<file path="src/rtl/atm_pkg.sv">
package atm_pkg;
  typedef enum logic [2:0] {
    ST_IDLE,
    ST_PIN1,
    ST_PIN2,
    ST_LANG,
    ST_MENU,
    ST_AMT_SAV,
    ST_AMT_CUR,
    ST_ASK
  } sess_state_t;

  localparam logic [1:0] MENU_SAV = 2'b00;
  localparam logic [1:0] MENU_BAL = 2'b01;
  localparam logic [1:0] MENU_CUR = 2'b10;

  localparam int ACCT_SAV = 0;
  localparam int ACCT_CUR = 1;
  localparam int NUM_ACCT = 2;
endpackage

</file>
<file path="src/rtl/atm_pin_gate.sv">
module atm_pin_gate #(
  parameter int              PIN_W     = 16,
  parameter logic [PIN_W-1:0] PIN_VALUE = 16'h4321
) (
  input  logic [PIN_W-1:0] pin_code,
  output logic             match
);
  assign match = (pin_code == PIN_VALUE);
endmodule

</file>
<file path="src/rtl/atm_ledger.sv">
module atm_ledger #(
  parameter int                       NUM_ACCT  = 2,
  parameter int                       BAL_W     = 19,
  parameter logic [NUM_ACCT*BAL_W-1:0] INIT_FLAT = '0,
  localparam int                      IDX_W     = (NUM_ACCT > 1) ? $clog2(NUM_ACCT) : 1
) (
  input  logic                          clk,
  input  logic                          rst,
  input  logic                          debit_en,
  input  logic [IDX_W-1:0]              debit_idx,
  input  logic [BAL_W-1:0]              debit_amt,
  output logic [NUM_ACCT-1:0][BAL_W-1:0] bal_q,
  output logic [NUM_ACCT-1:0]           covers
);
  for (genvar a = 0; a < NUM_ACCT; a++) begin : g_acct
    logic [BAL_W-1:0] acc_q;

    always_ff @(posedge clk) begin
      if (rst) begin
        acc_q <= INIT_FLAT[a*BAL_W +: BAL_W];
      end else if (debit_en && (debit_idx == IDX_W'(a))) begin
        acc_q <= acc_q - debit_amt;
      end
    end

    assign bal_q[a]  = acc_q;
    assign covers[a] = (acc_q >= debit_amt);
  end
endmodule

</file>
<file path="src/rtl/atm_session_ctrl.sv">
module atm_session_ctrl
  import atm_pkg::*;
#(
  parameter int               PIN_W     = 16,
  parameter logic [PIN_W-1:0] PIN_VALUE = 16'h4321,
  parameter int               LANG_W    = 2,
  parameter int               NUM_LANG  = 3,
  parameter int               BAL_W     = 19,
  parameter logic [BAL_W-1:0] SAV_INIT  = 19'd5000,
  parameter logic [BAL_W-1:0] CUR_INIT  = 19'd1200
) (
  input  logic              clk,
  input  logic              rst,
  input  logic              card_stb,
  input  logic              card_ok,
  input  logic              pin_stb,
  input  logic [PIN_W-1:0]  pin_code,
  input  logic              lang_stb,
  input  logic [LANG_W-1:0] lang_sel,
  input  logic              menu_stb,
  input  logic [1:0]        menu_sel,
  input  logic              amt_stb,
  input  logic [BAL_W-1:0]  amt_val,
  input  logic              cont_stb,
  input  logic              cont_yes,
  output logic              buzzer,
  output logic              invalid,
  output logic              grant_sav,
  output logic              grant_cur,
  output logic              deny,
  output logic              bal_valid,
  output logic [BAL_W-1:0]  bal_sav_out,
  output logic [BAL_W-1:0]  bal_cur_out,
  output logic [LANG_W-1:0] lang_out,
  output logic              depart
);
  localparam logic [NUM_ACCT*BAL_W-1:0] INIT_FLAT = {CUR_INIT, SAV_INIT};

  sess_state_t                   state;
  logic                          pin_match;
  logic                          lang_ok;
  logic                          in_amt;
  logic                          acct_cur;
  logic                          debit_en;
  logic [NUM_ACCT-1:0][BAL_W-1:0] bal_q;
  logic [NUM_ACCT-1:0]           covers;
  logic [BAL_W-1:0]              sav_bal;
  logic [BAL_W-1:0]              cur_bal;

  atm_pin_gate #(
    .PIN_W    (PIN_W),
    .PIN_VALUE(PIN_VALUE)
  ) u_pin_gate (
    .pin_code(pin_code),
    .match   (pin_match)
  );

  assign in_amt   = (state == ST_AMT_SAV) || (state == ST_AMT_CUR);
  assign acct_cur = (state == ST_AMT_CUR);
  assign debit_en = in_amt && amt_stb && covers[acct_cur];
  assign lang_ok  = ({1'b0, lang_sel} < (LANG_W+1)'(NUM_LANG));

  atm_ledger #(
    .NUM_ACCT (NUM_ACCT),
    .BAL_W    (BAL_W),
    .INIT_FLAT(INIT_FLAT)
  ) u_ledger (
    .clk      (clk),
    .rst      (rst),
    .debit_en (debit_en),
    .debit_idx(acct_cur),
    .debit_amt(amt_val),
    .bal_q    (bal_q),
    .covers   (covers)
  );

  assign sav_bal = bal_q[ACCT_SAV];
  assign cur_bal = bal_q[ACCT_CUR];

  always_ff @(posedge clk) begin
    if (rst) begin
      state       <= ST_IDLE;
      buzzer      <= 1'b0;
      invalid     <= 1'b0;
      grant_sav   <= 1'b0;
      grant_cur   <= 1'b0;
      deny        <= 1'b0;
      bal_valid   <= 1'b0;
      depart      <= 1'b0;
      bal_sav_out <= '0;
      bal_cur_out <= '0;
      lang_out    <= '0;
    end else begin
      buzzer    <= 1'b0;
      invalid   <= 1'b0;
      grant_sav <= 1'b0;
      grant_cur <= 1'b0;
      deny      <= 1'b0;
      bal_valid <= 1'b0;
      depart    <= 1'b0;
      case (state)
        ST_IDLE: if (card_stb) begin
          if (card_ok) begin
            state <= ST_PIN1;
          end else begin
            invalid <= 1'b1;
            buzzer  <= 1'b1;
          end
        end
        ST_PIN1: if (pin_stb) begin
          state <= pin_match ? ST_LANG : ST_PIN2;
        end
        ST_PIN2: if (pin_stb) begin
          if (pin_match) begin
            state <= ST_LANG;
          end else begin
            invalid <= 1'b1;
            buzzer  <= 1'b1;
            state   <= ST_IDLE;
          end
        end
        ST_LANG: if (lang_stb && lang_ok) begin
          lang_out <= lang_sel;
          state    <= ST_MENU;
        end
        ST_MENU: if (menu_stb) begin
          case (menu_sel)
            MENU_SAV: state <= ST_AMT_SAV;
            MENU_CUR: state <= ST_AMT_CUR;
            MENU_BAL: begin
              bal_valid   <= 1'b1;
              bal_sav_out <= sav_bal;
              bal_cur_out <= cur_bal;
              state       <= ST_ASK;
            end
            default: state <= ST_MENU;
          endcase
        end
        ST_AMT_SAV, ST_AMT_CUR: if (amt_stb) begin
          if (covers[acct_cur]) begin
            grant_sav <= !acct_cur;
            grant_cur <= acct_cur;
          end else begin
            deny <= 1'b1;
          end
          state <= ST_ASK;
        end
        ST_ASK: if (cont_stb) begin
          depart <= !cont_yes;
          state  <= ST_IDLE;
        end
        default: state <= ST_IDLE;
      endcase
    end
  end
endmodule

</file>
<file path="config.mk">
export PLATFORM = sky130hd
export DESIGN_NAME = atm_session_ctrl
export DESIGN_NICKNAME = d
export VERILOG_FILES = /design/src/rtl/atm_pkg.sv /design/src/rtl/atm_pin_gate.sv /design/src/rtl/atm_ledger.sv /design/src/rtl/atm_session_ctrl.sv
export SDC_FILE = /design/constraint.sdc
export NUM_CORES = 1
export LEC_CHECK = 0
export BUFFER_PORTS_ARGS = -buffer_cell sky130_fd_sc_hd__buf_2
export CAP_MARGIN = 15
export CORE_UTILIZATION = 32
export CTS_BUF_LIST = sky130_fd_sc_hd__clkbuf_2 sky130_fd_sc_hd__clkbuf_4 sky130_fd_sc_hd__clkbuf_8
export DETAILED_ROUTE_END_ITERATION = 10
export PLACE_DENSITY = 0.63
export SLEW_MARGIN = 10
export SYNTH_ARGS = -nofsm -noshare
export SYNTH_HDL_FRONTEND = slang
export SYNTH_SLANG_ARGS = --single-unit
</file>
<file path="constraint.sdc">
create_clock -name clk -period 5.7 [get_ports clk]
set_clock_uncertainty 0.1 [all_clocks]
set_input_delay 0.855 -clock clk [delete_from_list [all_inputs] [get_ports clk]]
set_output_delay 0.855 -clock clk [all_outputs]
set_load 0.01 [all_outputs]
</file>
* Word level (Yosys, flattened, before mapping) *
Index checks and enable logic that the tools add are counted.

word-level totals
  bits in registers = 87
  input port bits = 49
  logic and storage cells = 83

operators by class
  add/sub/neg operators = 2
  $lt $le $gt $ge = 4
  equal/unequal tests = 18
  multiplexer cells = 21
  bitwise logic cells = 8
  reduce and logical (&&, ||, !) cells = 18

operators by type and width
  cell                                                number
  >= comparator 19 bit                                2
  subtractor 19 bit                                   2
  2-to-1 mux 3 bit                                    8
  one-hot mux 3 bit (7 select lines)                  1
  == test 16 x 15 -> 1 bit, second input constant     1
  != test 2 bit, second input constant                8
  == test 3 bit, second input constant                4
  2-to-1 mux 1 bit                                    9
  OR reduction 3 bit                                  3
  NOT 1 bit                                           8
  AND reduction 8 bit                                 1
  == test 3 x 2 -> 1 bit, second input constant       2
  one-hot mux 2 bit (3 select lines)                  1
  logical AND 1 bit                                   5
  OR reduction 4 bit                                  1
  == test 3 x 1 -> 1 bit, second input constant       1
  logical NOT 3 bit                                   1
  AND reduction 3 bit                                 1
  == test 2 x 1 -> 1 bit, second input constant       1
  == test 2 bit, second input constant                1
  logical NOT 1 bit                                   2
  logical NOT 2 bit                                   1
  < comparator 1 x 2 -> 1 bit, second input constant  1
  < comparator 2 bit, second input constant           1
  5 further kinds                                     5

* Longest topological paths before layout *
Gate-level depths: netlist of the first run.

  word-level depth = 5
  gate-level depth with buffers = 12
  gate-level depth less buffers = 11

* Modules after synthesis *
From an unflattened synthesis of the first run, not the netlist that was laid out.

unflattened totals
  cells, all modules = 674
  area, all modules = 5363.9 um2

modules (own cells, without submodules)
  module            instances  cells an instance  area an instance (um2)  seq. area each (um2)
  atm_ledger        1          427                3372.0                  760.7
  atm_session_ctrl  1          242                1941.9                  980.9
  atm_pin_gate      1          5                  50.0                    0.0

* Worst setup path after synthesis of the first run *
No wires, ideal clock.

  path type = input -> register
  from = input amt_val[2]
  to = register u_ledger.g_acct[1].acc_q[18]
  library setup time = 0.066 ns
  arrival time = 2.991 ns
  required time = 5.534 ns
  path slack = 2.543 ns
  stages = 10
  buffers on the path = 0
  cell sequence = inv_1 ha_1 nor2b_4 o31a_4 o41ai_4 a21oi_2 a21o_1 mux2_4 or3_1 a21oi_2

between the ends
  cells in the longest elaborated chain, start to end = 5
  elaborated cells between the ends (all ways) = 7

RTL lines
  item                                                  RTL line                RTL
  from (decl)                                           atm_session_ctrl.sv:23  input logic [BAL_W-1:0] amt_val,
  >= comparator 19 bit                                  atm_ledger.sv:27        assign covers[a] = (acc_q >= debit_amt);
  2-to-1 mux 1 bit (not written as such) (2 in series)  atm_session_ctrl.sv:60  assign debit_en = in_amt && amt_stb && covers[acct_cur];
  logical AND 1 bit                                     atm_session_ctrl.sv:60
  logical AND 1 bit                                     atm_ledger.sv:21        end else if (debit_en && (debit_idx == IDX_W'(a))) begin
  to (signal assigned)                                  atm_ledger.sv:20        acc_q <= INIT_FLAT[a*BAL_W +: BAL_W];
  to (signal assigned)                                  atm_ledger.sv:22        acc_q <= acc_q - debit_amt;
  to (decl)                                             atm_ledger.sv:16        logic [BAL_W-1:0] acc_q;

Several ways; a longest one is shown, not always the timed one. The select of a mux whose other input is x is not followed.
A chain may end at the register's enable or synchronous reset.

* Worst setup path in the final report of the first run *
  from = input amt_val[1]
  to = register u_ledger.g_acct[0].acc_q[3]

between the ends
  cells in the longest elaborated chain, start to end = 5
  elaborated cells between the ends (all ways) = 7

RTL lines
  item                                                  RTL line
  >= comparator 19 bit                                  atm_ledger.sv:27
  2-to-1 mux 1 bit (not written as such) (2 in series)  atm_session_ctrl.sv:60
  logical AND 1 bit                                     atm_session_ctrl.sv:60
  logical AND 1 bit                                     atm_ledger.sv:21
  to (signal assigned)                                  atm_ledger.sv:20
  to (signal assigned)                                  atm_ledger.sv:22
  to (decl)                                             atm_ledger.sv:16

Several ways; a longest one is shown, not always the timed one. The select of a mux whose other input is x is not followed.

==> results of run 1 <==
-- logic make-up (layout without fill, tap and decap cells) --
family	after synthesis	in the layout	synth area share [%]
AO/OA/AOI/OAI	180	180	22.34
buffers and inverters	64	149	5.403
XOR/XNOR	27	27	4.440
flip-flops	87	87	32.70
AND/OR/NAND/NOR	254	254	22.20
adder cells (fa/ha/maj)	43	43	10.38
multiplexers	13	13	2.537
-- path summary, 6_finish.rpt --
check	from	to	slack, ns	depth (start not counted)
setup / recovery	amt_val[1]	u_ledger.g_acct[0].acc_q[3]$_SDFFE_PP1P_	2.15	11
hold / removal	bal_sav_out[0]$_SDFFE_PP0P_	bal_sav_out[0]$_SDFFE_PP0P_	0.35	2
setup reg to reg	u_ledger.g_acct[0].acc_q[1]$_SDFFE_PP0P_	u_ledger.g_acct[0].acc_q[3]$_SDFFE_PP1P_	2.48	9
hold reg to reg	bal_sav_out[0]$_SDFFE_PP0P_	bal_sav_out[0]$_SDFFE_PP0P_	0.35	2
-- cells in the final DEF (no fill, tap or decap), types with 6 or more instances in the layout --
master and n:
o21ai_0 18, nor2b_1 6, nand3_1 29, a21oi_1 78, nor2_1 40, xnor2_1 17, dfxtp_1 87, xor2_1 10
a211oi_1 6, a21o_1 12, inv_1 35, o211ai_1 8, nor3_1 16, buf_2 95, nand2_1 117, mux2i_1 12
o21a_1 6, clkbuf_8 11, ha_1 41, o21ai_1 10, or3_1 6
-- final cells by class --
class	instances	area [µm²]	area share, %
clock buffer	12	158.9	2.597
tap	216	270.3	4.416
clock inverter	4	20.02	0.3271
inverter	35	131.4	2.147
timing repair buffer	98	498.0	8.137
multi-input combinational	517	3299	53.92
sequential	87	1742	28.46
-- through the flow --
step                      instance area [µm²]  total power [mW]  utilization (%)  hold WS [ns]
after floorplan                          5326            0.7735                -        0.3440
after global placement                   5941            0.8206            37.00        0.3404
after CTS                                6120             1.231            38.11        0.3557
final                                    6120             1.219            38.11        0.3518
after detailed placement                 5941            0.8202            37.00        0.3441
after global routing                     6120             1.281            38.11        0.3785
-- registers in the layout (all words and copies together), names as in the netlist --
signal and count:
invalid 1, lang_out 2, deny 1, bal_valid 1, bal_cur_out 19, bal_sav_out 19, u_ledger.g_acct.acc_q 38, grant_cur 1
grant_sav 1, state 3, depart 1
-- report_power, final --
part           switching, mW  internal (mW)  total, mW  leakage, nW
logic                 0.0988         0.0789      0.178         1.94
registers             0.0183          0.612      0.631        0.701
clock network          0.227          0.184      0.411       0.0993
total                  0.344          0.876       1.22         2.74
-- worst register-to-register path: cells and delay by family (launching register included) --
| family | cells | cell delay (ns) |
|---|---|---|
| and+or+nand+nor | 2 | 0.45 |
| DFF | 1 | 0.39 |
| adders and majority gates | 1 | 0.26 |
| AOI/OAI and AO/OA | 6 | 1.91 |
-- metal layers --
| layer | routed length [µm] | share of wire (%) |
|---|---|---|
| met4 | 255 | 1.8 |
| met5 | 0 | 0 |
| met2 | 6672 | 47 |
| met3 | 671 | 4.8 |
| met1 | 6521 | 46 |
==> metrics.md, run 1 <==
| Metric | Value |
|---|---|
| Number of clock buffers inserted by TritonCTS | 9 |
| Number of iterations in the first detailed-routing pass | 5 |
| Post-synthesis register bit count | 87 |
| Buffer type at the clock tree root | clkbuf_8 |
| First-pass GRT wire length | 22720 µm |
| Net total in the final layout | 840 |
| Number of gates resized after CTS | 0 |
| Leak pwr | 2.744 nW |
| Worst setup path category | input port to flop |
| Slowest cell on crit path | o2111ai_2 |
| Slowest cell delay on critical path | 0.64 ns |
| Antenna diodes | 0 |
| Die Footprint | 17160 µm² |
| Critical path startpoint category | input port |
| Horizontal extent of the die | 131.0 µm |
| Clock net sink count | 87 |
| Mean post-synth cell area | 7.974 µm² |
| Number of unique standard cell types used by synthesis | 73 |
| Final GP Congestion | 0.8699 |
| Busiest grt layer | met2 |
| Post-CTS Setup Bufs | 0 |
| Global routing met1 resource utilization | 22.63% |
| Starting density of the core | 33.17% |
| CTS tree | built |
| Maximum number of pins on one net before global-route repair | 78 |
| GR met2 Demand/Resource | 27.89% |
| Top cell family by delay on the critical path | compound AO/OA/AOI/OAI gates |
| Overall Global Routing Usage | 17.23% |
| Sequential area share after synthesis | 32.70% |
| Final-layout setup total negative slack | 0 ns |
| Number of H-tree branching levels | 3 |
| Number of maximum-capacitance constraint violations | 0 |
| Clock period minus worst slack | 3.555 ns |
| Worst Setup End Kind | flop |
| Library cell with the highest instance count after synthesis | nand2_1 |
| Yosys top cell area share | 32.70% |
| Final hold violation count | 0 |
| Std cell rows | 46 |
| Fin. max-slew vios | 0 |
| Synthesized cell area | 5326 µm² |
| Top cell type by total area after synthesis | dfxtp_1 |
| Wire length per cell | 14.57 µm |
| Post-route DRC | 0 |
| Final setup violating endpoints | 0 |
| Setup slack of the critical path after layout | 2.145 ns |
| Dpl ws | 1.754 ns |
| Highest clock frequency the design can meet | 0.2813 GHz |
| Net count after synthesis | 760 |
| Number of vias after detailed routing | 4916 |
| HPWL after detailed placement | 10410 µm |
| Synth top area cells | dfxtp_1 (33%), ha_1 (9.6%), nand2_1 (8.2%) |
| Overall overflow remaining after global route | 0 |
| RSZ-0062 raised after global routing | false |
| Post-detailed-route count of antenna-violating nets | 0 |
| Main synth FF type | dfxtp_1 |
| Arrival time reported for the critical path endpoint | 3.72 ns |
| Cell count after synthesis | 668 |
| Top fanout value on the critical path | 15 |
| Clock slew seen by the registers of the worst setup and hold paths | 0.08 ns |
| Worst ir drop on vdd | 0.08833 mV |
| Class of the worst hold path | flop to flop |
| Max_slew headroom | 43.42% |
| Placed Cells | 953 |
| Power density over the cells | 199.2 nW/µm² |
| Synth-to-layout area growth | 14.89% |
| Share of layout cells above drive strength 1 | 18.33% |
| Worst skew pair latency | 0.38 ns |
| Quantity of hold-fixing buffers added after cts | 0 |
| Wire length reported by the detailed router | 14120 µm |
| Number of buffer cells added on primary ports | 95 |
| Result of the run | finished clean |
| Via count of the first global-routing pass | 4541 |
| Synth top cells by count | nand2_1 (117), dfxtp_1 (87), a21oi_1 (78), ha_1 (41), nor2_1 (41) |
| Chip height | 131.0 µm |
| CP Data Required Time | 5.86 ns |
| Met3 layer usage reported by global route | 3.542% |
| Number of synthesized flops with an enable pin | 0 |
| Number of top-level design ports | 96 |
| Non-filler instance count after layout | 969 |
| Number of filler cells placed in the layout | 1708 |
| Period utilisation layout | 62.37% |
| Initial antenna violation count | 0 |
| Async set-or-reset flop fraction in the synthesized netlist | 0% |
| Critical path, cell by cell | buf_2, inv_1, ha_1, nor2b_1, o31ai_2, a2111oi_4, o21ai_2, a31oi_1, o2111ai_2, nand2_1, a311o_1 |
| Worst path bufs/invs | 2 |
| Detailed-route vias per instance | 5.073 |
| Starting DRC count in detailed routing | 266 |
| Yosys Warn Count | 0 |
| Worst slew pin tran | 0.8487 ns |
| Largest buffer count on any clock path | 2 |
| Core area | 16060 µm² |
Power figures use the tool's default switching activity.
==> run 2: changes to the inputs <==
- clock period: 5.7 -> 3.5 ns (I/O delays scaled with it)
==> run 2 against run 1 <==
  * Count of clock-buffer cells in the layout fell by 3
  * Total power is 78% higher
  * Die area unchanged
  * Via count shrank 0.39%
  * Design area rose by 1.3%
  * Critical path depth did not move
  * Combinational power up 79%
  * Utilization increased by 0.51 points
  * Global-route usage is 0.45 points higher
  * First-iteration DRC count increased by 7.9%
  * Critical endpoint is now u_ledger.g_acct[1].acc_q[18]$_SDFFE_PP0P_
==> metrics.md, run 2 (synthesis gave the netlist of run 1 again) <==
| Metric | Value |
|---|---|
| Starting density of the core | 33.17% (unchanged) |
| Met3 layer usage reported by global route | 2.687% (was 3.542%) |
| Wire length per cell | 14.88 µm (was 14.57 µm) |
| WHS | 0.2002 ns (was 0.3518 ns) |
| Global routing met1 resource utilization | 22.92% (was 22.63%) |
| Worst Setup End Kind | flop (unchanged) |
| CP Data Required Time | 3.73 ns (was 5.86 ns) |
| Class of the worst hold path | input port to flop (was flop to flop) |
| Worst ir drop on vdd | 0.1669 mV (was 0.08833 mV) |
| Slowest cell delay on critical path | 0.48 ns (was 0.64 ns) |
| Total design power | 2.171 mW (was 1.219 mW) |
| Final-layout setup total negative slack | 0 ns (unchanged) |
| Synth-to-layout area growth | 16.42% (was 14.89%) |
| Number of H-tree branching levels | 3 (unchanged) |
| Most common library cell in the layout ignoring fill and taps | nand2_1 (unchanged) |
| Number of iterations in the first detailed-routing pass | 4 (was 5) |
| Starting DRC count in detailed routing | 287 (was 266) |
| Number of vias after detailed routing | 4897 (was 4916) |
| Share of total power consumed by net switching | 28.88% (was 28.18%) |
| RSZ-0062 raised after global routing | false (unchanged) |
| Largest buffer count on any clock path | 2 (unchanged) |
| Biggest regs | u_ledger.g_acct.acc_q: 38 flops, bal_cur_out: 19 flops, bal_sav_out: 19 flops (unchanged) |
| Core area | 16060 µm² (unchanged) |
| Top cell family by delay on the critical path | compound AO/OA/AOI/OAI gates (unchanged) |
| Number of filler cells placed in the layout | 1692 (was 1708) |
| Clock slew seen by the registers of the worst setup and hold paths | 0.10 ns (was 0.08 ns) |
| Internal Pwr Total | 1.544 mW (was 0.8756 mW) |
| Flip-flop count of the largest register, all copies and words added | 38 (unchanged) |
| Quantity of hold-fixing buffers added after cts | 0 (unchanged) |
| Worst skew pair latency | 0.39 ns (was 0.38 ns) |
| Portion of total power attributed to the clock network | 38.8% (was 33.7%) |
| Final hold violation count | 0 (unchanged) |
| Arrival time reported for the critical path endpoint | 3.14 ns (was 3.72 ns) |
| Net total in the final layout | 844 (was 840) |
| Logic pwr share | 14.6% (about the same) |
| Highest clock frequency the design can meet | 0.3435 GHz |
| Detailed-route vias per instance | 5.028 (was 5.073) |
| Area post-placement | 5971 µm² (was 5941 µm²) |
| Top fanout value on the critical path | 4 (was 15) |
| Overall Global Routing Usage | 17.68% (was 17.23%) |
| Share of layout cells above drive strength 1 | 18.76% (was 18.33%) |
| Dpl ws | 0.2438 ns (was 1.754 ns) |
| Placed Cells | 957 (was 953) |
| Largest register by flop count | u_ledger.g_acct.acc_q (unchanged) |
| Clock net sink count | 87 (unchanged) |
| Slowest cell on crit path | fa_1 (was o2111ai_2) |
| GR met2 Demand/Resource | 29.19% (was 27.89%) |
| Horizontal extent of the die | 131.0 µm (unchanged) |
| Setup slack of the critical path after layout | 0.5889 ns (was 2.145 ns) |
| Proportion of power drawn by flip-flops and latches | 46.5% (was 51.7%) |
| First-pass GRT wire length | 23180 µm (was 22720 µm) |
| HPWL after detailed placement | 10580 µm (was 10410 µm) |
| Wire length reported by the detailed router | 14490 µm (was 14120 µm) |
| Power density over the cells | 350.2 nW/µm² (was 199.2 nW/µm²) |
| Std cell rows | 46 (unchanged) |
| Overall overflow remaining after global route | 0 (unchanged) |
| Number of clock buffers inserted by TritonCTS | 9 (unchanged) |
| Core utilization of the finished layout | 38.62% (was 38.11%) |
| Buffer type at the clock tree root | clkbuf_8 (unchanged) |
| Number of gates resized after CTS | 0 (unchanged) |
| Die Footprint | 17160 µm² (unchanged) |
| Result of the run | finished clean (unchanged) |
| Max_slew headroom | 42.78% (was 43.42%) |
| Worst setup path category | flop to flop (was input port to flop) |
| Critical path, cell by cell | inv_1, ha_1, fa_1, nor2b_4, o31a_4, o41ai_4, a21oi_2, a21o_1, mux2_4, or3_1, a21oi_2 (was buf_2, inv_1, ha_1, nor2b_1, o31ai_2, a2111oi_4, o21ai_2, a31oi_1, o2111ai_2, nand2_1, a311o_1) |
| Post-route DRC | 0 (unchanged) |
| Non-filler instance count after layout | 974 (was 969) |
| Number of top-level design ports | 96 (unchanged) |
| CTS tree | built (unchanged) |
| Via count of the first global-routing pass | 4614 (was 4541) |
| Maximum number of pins on one net before global-route repair | 77 (was 78) |
| Busiest grt layer | met2 (unchanged) |
| Worst slew pin tran | 0.8582 ns (was 0.8487 ns) |
| Final GP Congestion | 0.8786 (was 0.8699) |
| Critical path startpoint category | flop (was input port) |
| Clock period minus worst slack | 2.911 ns |
| Final instance area | 6201 µm² (was 6120 µm²) |
| Final setup violating endpoints | 0 (unchanged) |
| Leak pwr | 2.772 nW (was 2.744 nW) |
| Worst path bufs/invs | 1 (was 2) |
| CP dominant cell by count | a21oi_2 |
| Number of buffer cells added on primary ports | 95 (unchanged) |
| Post-detailed-route count of antenna-violating nets | 0 (unchanged) |
| Number of maximum-capacitance constraint violations | 0 (unchanged) |
| Post-CTS Setup Bufs | 0 (unchanged) |
| Period utilisation layout | 83.17% |
| Leading cell types in the layout, fill and taps excluded | nand2_1 (117), buf_2 (95), dfxtp_1 (87), a21oi_1 (78), ha_1 (41) (unchanged) |
| Fin. max-slew vios | 0 (unchanged) |
| Chip height | 131.0 µm (unchanged) |
| Initial antenna violation count | 1 (was 0) |
| Net Switching | 0.6272 mW (was 0.3436 mW) |
## run 2: final timing paths
path,depth (start not counted),slack [ns],end,startpoint
setup / recovery,11,0.59,u_ledger.g_acct[1].acc_q[18]$_SDFFE_PP0P_,u_ledger.g_acct[1].acc_q[0]$_SDFFE_PP0P_
hold / removal,2,0.20,depart$_SDFF_PP0_,cont_yes
hold reg to reg,2,0.35,bal_sav_out[7]$_SDFFE_PP0P_,bal_sav_out[7]$_SDFFE_PP0P_
setup reg to reg,11,0.59,u_ledger.g_acct[1].acc_q[18]$_SDFFE_PP0P_,u_ledger.g_acct[1].acc_q[0]$_SDFFE_PP0P_
## run 2: worst register-to-register path: stages, from the launching register on
cell and delay, ns:
dfxtp_1 0.37, inv_1 0.05, ha_1 0.23, fa_1 0.48
nor2b_4 0.16, o31a_4 0.16, o41ai_4 0.07, a21oi_2 0.23
a21o_1 0.19, mux2_4 0.30, or3_1 0.37, a21oi_2 0.14
## run 2: power groups by stage
stage	registers, mW	clock network, mW	logic (mW)
final	1.01	0.843	0.318
after floorplan	1.03	0	0.231
after detailed placement	1.03	0	0.314
after global placement	1.03	0	0.316
after global routing	1.01	0.895	0.356
after CTS	1.01	0.865	0.317
## run 2: routing by layer
layer | wire length, µm | up-vias | part of all wire [%]
met4 | 157 | 0 | 1.1
met5 | 0 | - | 0
met1 | 6824 | 2286 | 47
li1 | - | 2526 | -
met3 | 566 | 10 | 3.9
met2 | 6942 | 75 | 48
## run 2: final cells by class
| class | count | area (µm²) | share of cell area, % |
|---|---|---|---|
| antenna | 1 | 2.502 | 0.04036 |
| clock buffer | 9 | 123.9 | 1.998 |
| clock inverter | 7 | 103.9 | 1.675 |
| inverter | 35 | 131.4 | 2.119 |
| multi-input combinational | 517 | 3299 | 53.21 |
| sequential | 87 | 1742 | 28.09 |
| tap | 216 | 270.3 | 4.358 |
| timing repair buffer | 102 | 528.0 | 8.515 |
==> run 3: changes to the inputs <==
- ABC_AREA: unset -> 1
- PLACE_DENSITY: 0.63 -> 0.64
- clock period: 3.5 -> 2.6 ns (I/O delays scaled with it)
==> run 3 against run 2 <==
  * Fmax grew 24%
  * Combinational power grew 67%
  * Sequential power grew 37%
  * First-iteration DRC count grew 42%
  * Setup slack lost 0.34 ns
  * Cell count grew 23%
  * Highest routed layer unchanged
==> metrics.md, run 3 <==
| Metric | Value |
|---|---|
| Synth top cells by count | nand2_1 (199), inv_1 (143), a21oi_1 (89), dfxtp_1 (87), nor2_1 (84) (was nand2_1 (117), dfxtp_1 (87), a21oi_1 (78), ha_1 (41), nor2_1 (41)) |
| Most common library cell in the layout ignoring fill and taps | nand2_1 (unchanged) |
| Worst ir drop on vdd | 0.2032 mV (was 0.1669 mV) |
| Number of H-tree branching levels | 3 (unchanged) |
| Clock period minus worst slack | 2.355 ns (was 2.911 ns) |
| Horizontal extent of the die | 135.0 µm (was 131.0 µm) |
| Library cell with the highest instance count after synthesis | nand2_1 (unchanged) |
| Sequential area share after synthesis | 30.75% (was 32.70%) |
| WHS | 0.06719 ns (was 0.2002 ns) |
| Top fanout value on the critical path | 15 (was 4) |
| Non-filler instance count after layout | 1195 (was 974) |
| Number of top-level design ports | 96 (unchanged) |
| Worst setup path category | flop to flop (unchanged) |
| Largest register by flop count | u_ledger.g_acct.acc_q (unchanged) |
| Via count of the first global-routing pass | 5026 (was 4614) |
| Number of synthesized flops with an enable pin | 0 (unchanged) |
| Cell count after synthesis | 863 (was 668) |
| Wire length per cell | 13.25 µm (was 14.88 µm) |
| CP dominant cell by count | nand2_1 (was a21oi_2) |
| Leading cell types in the layout, fill and taps excluded | nand2_1 (199), inv_1 (143), buf_2 (95), a21oi_1 (89), dfxtp_1 (87) (was nand2_1 (117), buf_2 (95), dfxtp_1 (87), a21oi_1 (78), ha_1 (41)) |
| Overall overflow remaining after global route | 0 (unchanged) |
| Power density over the cells | 427.3 nW/µm² (was 350.2 nW/µm²) |
| CP Data Required Time | 2.78 ns (was 3.73 ns) |
| Slowest cell on crit path | ha_2 (was fa_1) |
| Critical path, cell by cell | ha_2, nand2_1, nor2_1, and3_1, nand2_1, nand2_1, nand2_1, nand2_2, nand2_1, nor2_4, buf_12, nand3_1, nand2_1, nor2_1 (was inv_1, ha_1, fa_1, nor2b_4, o31a_4, o41ai_4, a21oi_2, a21o_1, mux2_4, or3_1, a21oi_2) |
| Flip-flop count of the largest register, all copies and words added | 38 (unchanged) |
| Number of buffer cells added on primary ports | 95 (unchanged) |
| Top cell type by total area after synthesis | dfxtp_1 (unchanged) |
| Post-route DRC | 0 (unchanged) |
| Post-detailed-route count of antenna-violating nets | 0 (unchanged) |
| Number of iterations in the first detailed-routing pass | 5 (was 4) |
| Synth-to-layout area growth | 17.69% (was 16.42%) |
| Chip height | 135.0 µm (was 131.0 µm) |
| Largest buffer count on any clock path | 2 (unchanged) |
| First-pass GRT wire length | 25610 µm (was 23180 µm) |
| Core area | 17300 µm² (was 16060 µm²) |
| Std cell rows | 48 (was 46) |
| Yosys Warn Count | 0 (unchanged) |
| Maximum number of pins on one net before global-route repair | 61 (was 77) |
| Leak pwr | 3.340 nW (was 2.772 nW) |
| Net count after synthesis | 955 (was 760) |
| Net total in the final layout | 1057 (was 844) |
| Worst skew pair latency | 0.39 ns (about the same) |
| Class of the worst hold path | input port to flop (unchanged) |
| Worst path bufs/invs | 1 (unchanged) |
| Post-synthesis register bit count | 87 (unchanged) |
| Main synth FF type | dfxtp_1 (unchanged) |
| Synthesized cell area | 5664 µm² (was 5326 µm²) |
| Number of vias after detailed routing | 5549 (was 4897) |
| Total design power | 2.848 mW (was 2.171 mW) |
| CTS tree | built (unchanged) |
| Synth top area cells | dfxtp_1 (31%), nand2_1 (13%), inv_1 (9.5%) (was dfxtp_1 (33%), ha_1 (9.6%), nand2_1 (8.2%)) |
| Critical path startpoint category | flop (unchanged) |
| Starting DRC count in detailed routing | 407 (was 287) |
| Placed Cells | 1179 (was 957) |
| Yosys top cell area share | 30.75% (was 32.70%) |
| Number of clock buffers inserted by TritonCTS | 9 (unchanged) |
| Wire length reported by the detailed router | 15840 µm (was 14490 µm) |
| Clock net sink count | 87 (unchanged) |
| Initial antenna violation count | 0 (was 1) |
| Highest clock frequency the design can meet | 0.4247 GHz (was 0.3435 GHz) |
| Clock slew seen by the registers of the worst setup and hold paths | 0.11 ns (was 0.10 ns) |
| Fin. max-slew vios | 0 (unchanged) |
| RSZ-0062 raised after global routing | true (was false) |
| Result of the run | finished clean (unchanged) |
| Final GP Congestion | 0.9120 (was 0.8786) |
| Die Footprint | 18240 µm² (was 17160 µm²) |
| Number of maximum-capacitance constraint violations | 0 (unchanged) |
| Starting density of the core | 32.75% (was 33.17%) |
| Detailed-route vias per instance | 4.644 (was 5.028) |
| Worst Setup End Kind | flop (unchanged) |
| Biggest regs | u_ledger.g_acct.acc_q: 38 flops, bal_cur_out: 19 flops, bal_sav_out: 19 flops (unchanged) |
| Arrival time reported for the critical path endpoint | 2.53 ns (was 3.14 ns) |
| Antenna diodes | 0 (was 1) |
| Period utilisation layout | 90.56% (was 83.17%) |
| Share of layout cells above drive strength 1 | 15.36% (was 18.76%) |
| Top cell family by delay on the critical path | simple AND/OR/NAND/NOR gates (was compound AO/OA/AOI/OAI gates) |
| HPWL after detailed placement | 12760 µm (was 10580 µm) |
| Worst slew pin tran | 0.5305 ns (was 0.8582 ns) |
| Overall Global Routing Usage | 17.95% (was 17.68%) |
| Final setup violating endpoints | 0 (unchanged) |
| Slowest cell delay on critical path | 0.40 ns (was 0.48 ns) |
| Number of unique standard cell types used by synthesis | 37 (was 73) |
| Final hold violation count | 0 (unchanged) |
| Async set-or-reset flop fraction in the synthesized netlist | 0% (unchanged) |
| Buffer type at the clock tree root | clkbuf_8 (unchanged) |
| Max_slew headroom | 64.30% (was 42.78%) |
| Mean post-synth cell area | 6.563 µm² (was 7.974 µm²) |
| Number of filler cells placed in the layout | 1874 (was 1692) |
-- run 3: cell types whose count changed after synthesis, moves of 11 or more --
cell / change
a21oi_1: +11
inv_1: +108
mux2i_1: -12
nand2_1: +82
nand3_1: +22
nor2_1: +43
nor3_1: -12
o21ai_0: +40
-- run 3: final cells by class --
class / count / area (µm²) / area share, %
clock buffers: 9 / 123.9 / 1.858
clock inverters: 7 / 63.81 / 0.9572
inverters: 147 / 553.0 / 8.296
multi-input cells: 604 / 3257 / 48.86
flip-flops and latches: 87 / 1742 / 26.13
well taps: 225 / 281.5 / 4.223
repair buffers: 116 / 645.6 / 9.685
-- run 3: timing repair --
action	4_1_cts	5_1_grt
gates resized for setup	0	3
endpoints found under the setup margin	0	8
hold buffers	0	0
buffers inserted	0	0
-- run 3: path summary, 6_finish.rpt --
kind	slack (ns)	cells past startpoint	end	startpoint
min reg2reg	0.35	2	bal_sav_out[11]$_SDFFE_PP0P_	bal_sav_out[11]$_SDFFE_PP0P_
min	0.07	2	depart$_SDFF_PP0_	cont_yes
max reg2reg	0.25	14	u_ledger.g_acct[1].acc_q[15]$_SDFFE_PP0P_	u_ledger.g_acct[0].acc_q[13]$_SDFFE_PP0P_
max	0.25	14	u_ledger.g_acct[1].acc_q[15]$_SDFFE_PP0P_	u_ledger.g_acct[0].acc_q[13]$_SDFFE_PP0P_
-- run 3: kinds of logic after synthesis --
logic type / synth area share [%]
XOR/XNOR: 4.175
AND/OR/NAND/NOR: 27.70
buffers and inverters: 12.10
AO/OA/AOI/OAI: 15.51
adder cells (fa/ha/maj): 9.764
flip-flops: 30.75
-- run 3: stage by stage --
stage	setup slack, ns	util (%)	area, µm²	setup TNS (ns)
2_1_floorplan	0.4602	-	5664	0
3_3_place_gp	0.05490	37.36	6462	0
5_1_grt	-0.006186	38.54	6666	-0.006186
3_5_place_dp	0.07793	37.36	6462	0
6_report	0.2453	38.54	6666	0
4_1_cts	0.2328	38.45	6650	0
-- run 3: power breakdown --
group / leakage [nW] / total, mW / internal, mW / switching, mW
clock network: 0.0903 / 0.936 / 0.369 / 0.567
registers: 0.701 / 1.38 / 1.36 / 0.0254
logic: 2.55 / 0.531 / 0.197 / 0.334
-- run 3: worst register-to-register path, delay by kind of cell, from the launching register on --
family | cells | cell delay (ns)
flops | 1 | 0.39
simple gates | 12 | 1.21
fa+ha+maj | 1 | 0.40
buf+inv | 1 | 0.14
-- run 3: layer usage --
layer  up-vias  GRT usage [%]  part of all wire [%]
met3        15          2.665                   4.2
met4         0          5.743                   1.7
met2       123          26.63                    41
met1      2464          26.36                    53
met5         -              0                     0
li1       2947              -                     -
